--- config.mk ---
export PLATFORM = sky130hd
export DESIGN_NAME = banked_pio
export DESIGN_NICKNAME = d
export VERILOG_FILES = /design/src/rtl/banked_pio_pkg.sv /design/src/rtl/pio_sync2.sv /design/src/rtl/pio_bank.sv /design/src/rtl/banked_pio.sv
export SDC_FILE = /design/constraint.sdc
export NUM_CORES = 1
export LEC_CHECK = 0
export BUFFER_PORTS_ARGS = -buffer_cell sky130_fd_sc_hd__buf_2
export CAP_MARGIN = 5
export CORE_ASPECT_RATIO = 1.5
export CORE_UTILIZATION = 30
export CTS_BUF_LIST = sky130_fd_sc_hd__clkbuf_16
export CTS_CLUSTER_DIAMETER = 120
export DETAILED_ROUTE_END_ITERATION = 12
export PLACE_DENSITY_LB_ADDON = 0.2
export SYNTH_ARGS = -nofsm -noshare
export SYNTH_HDL_FRONTEND = slang
export SYNTH_SLANG_ARGS = --single-unit
--- constraint.sdc ---
create_clock -name clk_i -period 12.9 [get_ports clk_i]
set_clock_uncertainty 0.15 [all_clocks]
set_input_delay 1.29 -clock clk_i [delete_from_list [all_inputs] [get_ports clk_i]]
set_output_delay 1.29 -clock clk_i [all_outputs]
set_load 0.005 [all_outputs]
--- src/rtl/banked_pio_pkg.sv ---
package banked_pio_pkg;
  localparam int WIN_AW = 6;
  localparam logic [WIN_AW-1:0] OFF_MSTAT = 6'h00;
  localparam logic [WIN_AW-1:0] OFF_STAT  = 6'h04;
  localparam logic [WIN_AW-1:0] OFF_MSET  = 6'h08;
  localparam logic [WIN_AW-1:0] OFF_MCLR  = 6'h0C;
  localparam logic [WIN_AW-1:0] OFF_DIR   = 6'h10;
  localparam logic [WIN_AW-1:0] OFF_OUT   = 6'h14;
  localparam logic [WIN_AW-1:0] OFF_IN    = 6'h18;
  localparam logic [WIN_AW-1:0] OFF_LVL   = 6'h20;
endpackage

--- src/rtl/pio_sync2.sv ---
module pio_sync2 #(
  parameter int W = 32
) (
  input  logic         clk_i,
  input  logic         rst_ni,
  input  logic [W-1:0] d_i,
  output logic [W-1:0] q_o
);
  logic [W-1:0] stg1_q, stg2_q;

  always_ff @(posedge clk_i or negedge rst_ni) begin
    if (!rst_ni) begin
      stg1_q <= '0;
      stg2_q <= '0;
    end else begin
      stg1_q <= d_i;
      stg2_q <= stg1_q;
    end
  end

  assign q_o = stg2_q;
endmodule

--- src/rtl/pio_bank.sv ---
module pio_bank
  import banked_pio_pkg::*;
#(
  parameter int W = 8
) (
  input  logic              clk_i,
  input  logic              rst_ni,
  input  logic              sel_i,
  input  logic              wr_en_i,
  input  logic [WIN_AW-1:0] offset_i,
  input  logic [W-1:0]      wdata_i,
  input  logic [W-1:0]      pin_sync_i,
  output logic [W-1:0]      rd_val_o,
  output logic [W-1:0]      pin_o,
  output logic [W-1:0]      pin_oe_o,
  output logic [W-1:0]      masked_o
);
  logic [W-1:0] dir_q, dir_d;
  logic [W-1:0] out_q, out_d;
  logic [W-1:0] status_q, status_d;
  logic [W-1:0] mask_q, mask_d;
  logic [W-1:0] lvl_q, lvl_d;
  logic [W-1:0] prev_q;
  logic         wr_stat, wr_mset, wr_mclr, wr_dir, wr_out, wr_lvl;
  logic [W-1:0] rise, clr, keep;

  // write decode
  always_comb begin
    wr_stat = sel_i && wr_en_i && (offset_i == OFF_STAT);
    wr_mset = sel_i && wr_en_i && (offset_i == OFF_MSET);
    wr_mclr = sel_i && wr_en_i && (offset_i == OFF_MCLR);
    wr_dir  = sel_i && wr_en_i && (offset_i == OFF_DIR);
    wr_out  = sel_i && wr_en_i && (offset_i == OFF_OUT);
    wr_lvl  = sel_i && wr_en_i && (offset_i == OFF_LVL);
  end

  // next state
  always_comb begin
    rise  = pin_sync_i & ~prev_q;
    clr   = wr_stat ? wdata_i : '0;
    keep  = status_q & ~lvl_q & ~clr;
    dir_d = wr_dir ? wdata_i : dir_q;
    out_d = wr_out ? wdata_i : out_q;
    lvl_d = wr_lvl ? wdata_i : lvl_q;
    if (wr_mset)      mask_d = mask_q | wdata_i;
    else if (wr_mclr) mask_d = mask_q & ~wdata_i;
    else              mask_d = mask_q;
    status_d = (lvl_q & pin_sync_i) | (~lvl_q & ((status_q & ~clr) | rise));
  end

  always_ff @(posedge clk_i or negedge rst_ni) begin
    if (!rst_ni) begin
      dir_q    <= '1;
      out_q    <= '0;
      status_q <= '0;
      mask_q   <= '1;
      lvl_q    <= '0;
      prev_q   <= '0;
    end else begin
      dir_q    <= dir_d;
      out_q    <= out_d;
      status_q <= status_d;
      mask_q   <= mask_d;
      lvl_q    <= lvl_d;
      prev_q   <= pin_sync_i;
    end
  end

  // read mux
  always_comb begin
    unique case (offset_i)
      OFF_MSTAT: rd_val_o = status_q & ~mask_q;
      OFF_STAT:  rd_val_o = status_q;
      OFF_MSET:  rd_val_o = mask_q;
      OFF_DIR:   rd_val_o = dir_q;
      OFF_OUT:   rd_val_o = out_q;
      OFF_IN:    rd_val_o = pin_sync_i;
      OFF_LVL:   rd_val_o = lvl_q;
      default:   rd_val_o = '0;
    endcase
  end

  assign pin_o    = out_q;
  assign pin_oe_o = ~dir_q;
  assign masked_o = status_q & ~mask_q;

  assert_oe_follows_dir_R3: assert property (@(posedge clk_i) disable iff (!rst_ni)
    wr_dir |=> pin_oe_o == ~$past(wdata_i));

  assert_edge_status_holds_R5: assert property (@(posedge clk_i) disable iff (!rst_ni)
    1'b1 |=> (status_q & $past(keep)) == $past(keep));

  assert_level_status_tracks_R6: assert property (@(posedge clk_i) disable iff (!rst_ni)
    1'b1 |=> ((status_q ^ $past(pin_sync_i)) & $past(lvl_q)) == '0);

  assert_mask_set_R7: assert property (@(posedge clk_i) disable iff (!rst_ni)
    wr_mset |=> (mask_q & $past(wdata_i)) == $past(wdata_i));

  assert_mask_clear_R7: assert property (@(posedge clk_i) disable iff (!rst_ni)
    wr_mclr |=> (mask_q & $past(wdata_i)) == '0);
endmodule

--- src/rtl/banked_pio.sv ---
module banked_pio
  import banked_pio_pkg::*;
#(
  parameter int NBANK  = 4,
  parameter int BANK_W = 8,
  parameter int DATA_W = 32,
  localparam int SEL_W  = $clog2(NBANK),
  localparam int ADDR_W = SEL_W + WIN_AW,
  localparam int NPIN   = NBANK * BANK_W
) (
  input  logic              clk_i,
  input  logic              rst_ni,
  input  logic [ADDR_W-1:0] addr_i,
  input  logic              wr_en_i,
  input  logic [DATA_W-1:0] wdata_i,
  input  logic              rd_en_i,
  output logic [DATA_W-1:0] rdata_o,
  input  logic [NPIN-1:0]   pin_i,
  output logic [NPIN-1:0]   pin_o,
  output logic [NPIN-1:0]   pin_oe_o,
  output logic              irq_o
);
  logic              rst_meta_q, rst_sync_q;
  logic [NPIN-1:0]   pin_sync;
  logic [NPIN-1:0]   masked_all;
  logic [BANK_W-1:0] rd_val [NBANK];
  logic [SEL_W-1:0]  bank_sel;
  logic [DATA_W-1:0] rdata_q, rdata_d;

  // reset: asserted asynchronously, released on the clock
  always_ff @(posedge clk_i or negedge rst_ni) begin
    if (!rst_ni) begin
      rst_meta_q <= 1'b0;
      rst_sync_q <= 1'b0;
    end else begin
      rst_meta_q <= 1'b1;
      rst_sync_q <= rst_meta_q;
    end
  end

  pio_sync2 #(.W(NPIN)) sync_i (
    .clk_i  (clk_i),
    .rst_ni (rst_sync_q),
    .d_i    (pin_i),
    .q_o    (pin_sync)
  );

  assign bank_sel = addr_i[ADDR_W-1 -: SEL_W];

  for (genvar b = 0; b < NBANK; b++) begin : g_bank
    pio_bank #(.W(BANK_W)) bank_i (
      .clk_i      (clk_i),
      .rst_ni     (rst_sync_q),
      .sel_i      (bank_sel == SEL_W'(b)),
      .wr_en_i    (wr_en_i),
      .offset_i   (addr_i[WIN_AW-1:0]),
      .wdata_i    (wdata_i[BANK_W-1:0]),
      .pin_sync_i (pin_sync[b*BANK_W +: BANK_W]),
      .rd_val_o   (rd_val[b]),
      .pin_o      (pin_o[b*BANK_W +: BANK_W]),
      .pin_oe_o   (pin_oe_o[b*BANK_W +: BANK_W]),
      .masked_o   (masked_all[b*BANK_W +: BANK_W])
    );
  end

  always_comb begin
    rdata_d = '0;
    if (rd_en_i) rdata_d[BANK_W-1:0] = rd_val[bank_sel];
  end

  always_ff @(posedge clk_i or negedge rst_sync_q) begin
    if (!rst_sync_q) rdata_q <= '0;
    else             rdata_q <= rdata_d;
  end

  assign rdata_o = rdata_q;
  assign irq_o   = |masked_all;

  assert_idle_read_zero_R10: assert property (@(posedge clk_i) disable iff (!rst_sync_q)
    !rd_en_i |=> rdata_o == '0);

  assert_upper_read_zero_R10: assert property (@(posedge clk_i) disable iff (!rst_sync_q)
    rdata_o[DATA_W-1:BANK_W] == '0);
endmodule

==> results.py <==
metrics = {
    "worst_setup_path": {
        "path_cells": "buf_4 > buf_4 > nor2b_2 > and2_1 > a22o_1 > a2111oi_0 > o32ai_1",
        "cp-start-kind": "primary input",
        "path_common_cell": "buf_4",
        "critPathTopFamily": "compound AO/OA/AOI/OAI gates",
        "critPathKind": "in2reg",
        "slowest_delay_ns": 0.91,
        "slowest_stage": "a2111oi_0",
        "cp.required_ns": 13.11,
        "r2r_end": "sync_i.stg1_q[11]",
        "regToRegSetupSlack_ns": 10.07,
        "reg2reg_from": "rst_sync_q",
        "cp_data_arrival_time_ns": 4.71,
        "ff2ff_path_depth": 2,
        "critPathCaptureType": "flop",
        "critical_path.max_fanout": 56,
        "cp_num_buf_inv": 2,
    },
    "clock_tree": {
        "clock_path_buffers": 3,
        "clock-sinks": 266,
        "cts_made_buffers": 27,
        "cts_resized": 0,
        "insertion_delay_ns": 0.55,
        "htreeDepth": 1,
        "clk_pin_slew_ns": 0.06,
        "cts_setup_buffers": 0,
        "cts_root_buf": "clkbuf_16",
        "cts_tree": "done",
        "cts.hold.buffers_added": 0,
    },
    "timing": {
        "finalCritPeriodShare": 0.3487,
        "worstMarginPinSlew_ns": 1.092,
        "setup_tns_ns": 0,
        "fin_hold_ws_ns": 0.1971,
        "finalSetupViolations": 0,
        "hold_viol": 0,
        "maxSlewHeadroom": 0.2529,
        "rsz0062_at_grt": "no",
        "fmax_mhz": 222.3,
        "slew_viol_final": 0,
        "finalCriticalPeriod_ns": 4.498,
    },
    "yosys": {
        "netlist_area_sq_um": 11740,
        "synth-main-ff-cell": "dfrtp_1",
        "postSynthCellCount": 1019,
        "synth_cell_types": 56,
        "ys_seq_area_frac": 0.5739,
        "synth-async-reset-ratio": 1.000,
        "ys_ff_latch": 266,
        "yosysWarningCount": 0,
        "synth_edf_count": 0,
        "syn-mean-instance-area_sq_um": 11.52,
    },
    "power_and_ir_drop": {
        "p_total_mw": 1.824,
        "ir_drop_mv": 0.09202,
        "power.leakage_nw": 6.041,
        "powerDensity_nw_per_um2": 134.7,
    },
    "die": {
        "row_count": 88,
        "core_area_sq_um": 38540,
        "die_area_sq_um": 39940,
        "start_util": 0.3046,
        "io_pins": 173,
        "fp.dieW_um": 163.5,
        "die_h_um": 244.3,
    },
    "grt": {
        "grt_util_all_layers": 0.1836,
        "grt_first_pass_wirelength_um": 54410,
        "grt_antenna_before_repair": 1,
        "grt_pass1_vias": 8562,
        "gr-total-overflow": 0,
        "grt_max_degree": 80,
    },
    "final_layout": {
        "final_common_cell": "dfrtp_1",
        "multiInputGateArea_sq_um": 4328,
        "fin_nets": 1203,
        "antennaDiodeCount": 0,
        "fillers": 3909,
        "syn_to_final_growth_pct": 15.38,
        "final_cell_mix": "dfrtp_1, buf_2, nand2_1",
        "design_area_sq_um": 13540,
        "drive_gt1_frac": 0.2982,
        "seqCellArea_sq_um": 6740,
        "finalNonFillerCells": 1642,
    },
    "routing": {
        "wl_per_cell_um": 22.05,
        "wirelength_um": 36200,
        "drc": 0,
        "first_pass_iters": 4,
        "vias": 8266,
        "drt.antenna.violating_nets": 0,
        "viasPerCell": 5.034,
        "drt-initial-drc-count": 454,
    },
    "worst_hold_path": {
        "min_path_cells": 0,
        "hold-path-endpoint": "sync_i.q_o[21]",
        "hold_path_class": "reg2reg",
        "hp-start": "sync_i.stg1_q[21]",
    },
    "place": {
        "io_buffers": 124,
        "dp.cells": 1593,
        "dp_hpwl_um": 24860,
        "placed_cell_area_sq_um": 12740,
        "place_congestion": 0.8152,
    },
    "outcome": {
        "status": "finished clean",
    },
    "run": {
        "drv_cap": 0,
    },
}
==> cell type report <==
type | count | share of cell area
Sequential cell | 266 | 0.4977
Multi-Input combinational cell | 603 | 0.3196
Timing Repair Buffer | 134 | 0.05155
Clock buffer | 27 | 0.04989
Tap cell | 495 | 0.04573
Inverter | 95 | 0.02633
Clock inverter | 22 | 0.009239
==> worst max-delay path by stage <==
stage / cells past startpoint / from / endpoint / slack (ns)
finish: 7 / addr_i[3] / rdata_o[2] / 8.40
global route: 7 / addr_i[3] / rdata_o[1] / 8.24
CTS: 7 / addr_i[3] / rdata_o[1] / 8.40
detailed placement: 7 / addr_i[3] / rdata_o[1] / 7.83
global placement: 7 / addr_i[3] / rdata_o[1] / 7.82
floorplan: 0 / rst_sync_q / g_bank[0].bank_i.lvl_q[0] / 4.90
==> synth_stat cells, drive strengths merged (16+ instances only) <==
cell type | n | area (sq um)
a22o | 41 | 359.1
mux2 | 97 | 1092
mux2i | 38 | 380.4
nand2b | 18 | 115.1
dfrtp | 202 | 5055
o21ai | 28 | 140.1
nor2 | 22 | 90.09
clkbuf | 37 | 140.1
inv | 95 | 356.6
nand2 | 119 | 454.2
a32o | 24 | 240.2
nor3b | 16 | 120.1
o22ai | 32 | 200.2
dfstp | 64 | 1682
buf | 41 | 271.5
a21oi | 17 | 85.08
==> metal layers <==
metal	GRT usage	vias to the layer above	part of all wire
li1	-	3774	-
met1	0.2263	4171	0.41
met2	0.3162	255	0.50
met3	0.02680	64	0.048
met4	0.07816	2	0.038
met5	0	-	0.00036
==> worst register-to-register path, stage by stage, from the launching register on <==
cell and delay (ns):
dfrtp_4 0.98, buf_4 0.69, buf_4 0.92
==> power breakdown <==
group	internal [mW]	total (mW)	switching, mW	leakage (nW)
combinational	0.0666	0.157	0.0908	2.51
sequential	0.891	0.934	0.0433	3.10
clock	0.398	0.732	0.334	0.429
total	1.36	1.82	0.468	6.04
==> cell families after synthesis <==
logic type / count (synthesis) / share of synthesized area
compound gates: 216 / 0.1395
buf+inv: 173 / 0.06545
flops: 266 / 0.5739
mux: 135 / 0.1255
other cells: 2 / 0.0006398
simple gates: 227 / 0.09498
==> metrics by stage <==
| step | util | setup WS (ns) |
|---|---|---|
| 5_1_grt | 0.3514 | 8.241 |
| 3_3_place_gp | 0.3306 | 7.818 |
| 3_5_place_dp | 0.3306 | 7.827 |
| 2_1_floorplan | - | 4.900 |
| 6_report | 0.3514 | 8.402 |
| 4_1_cts | 0.3514 | 8.402 |
(Power assumes the default switching activity.)
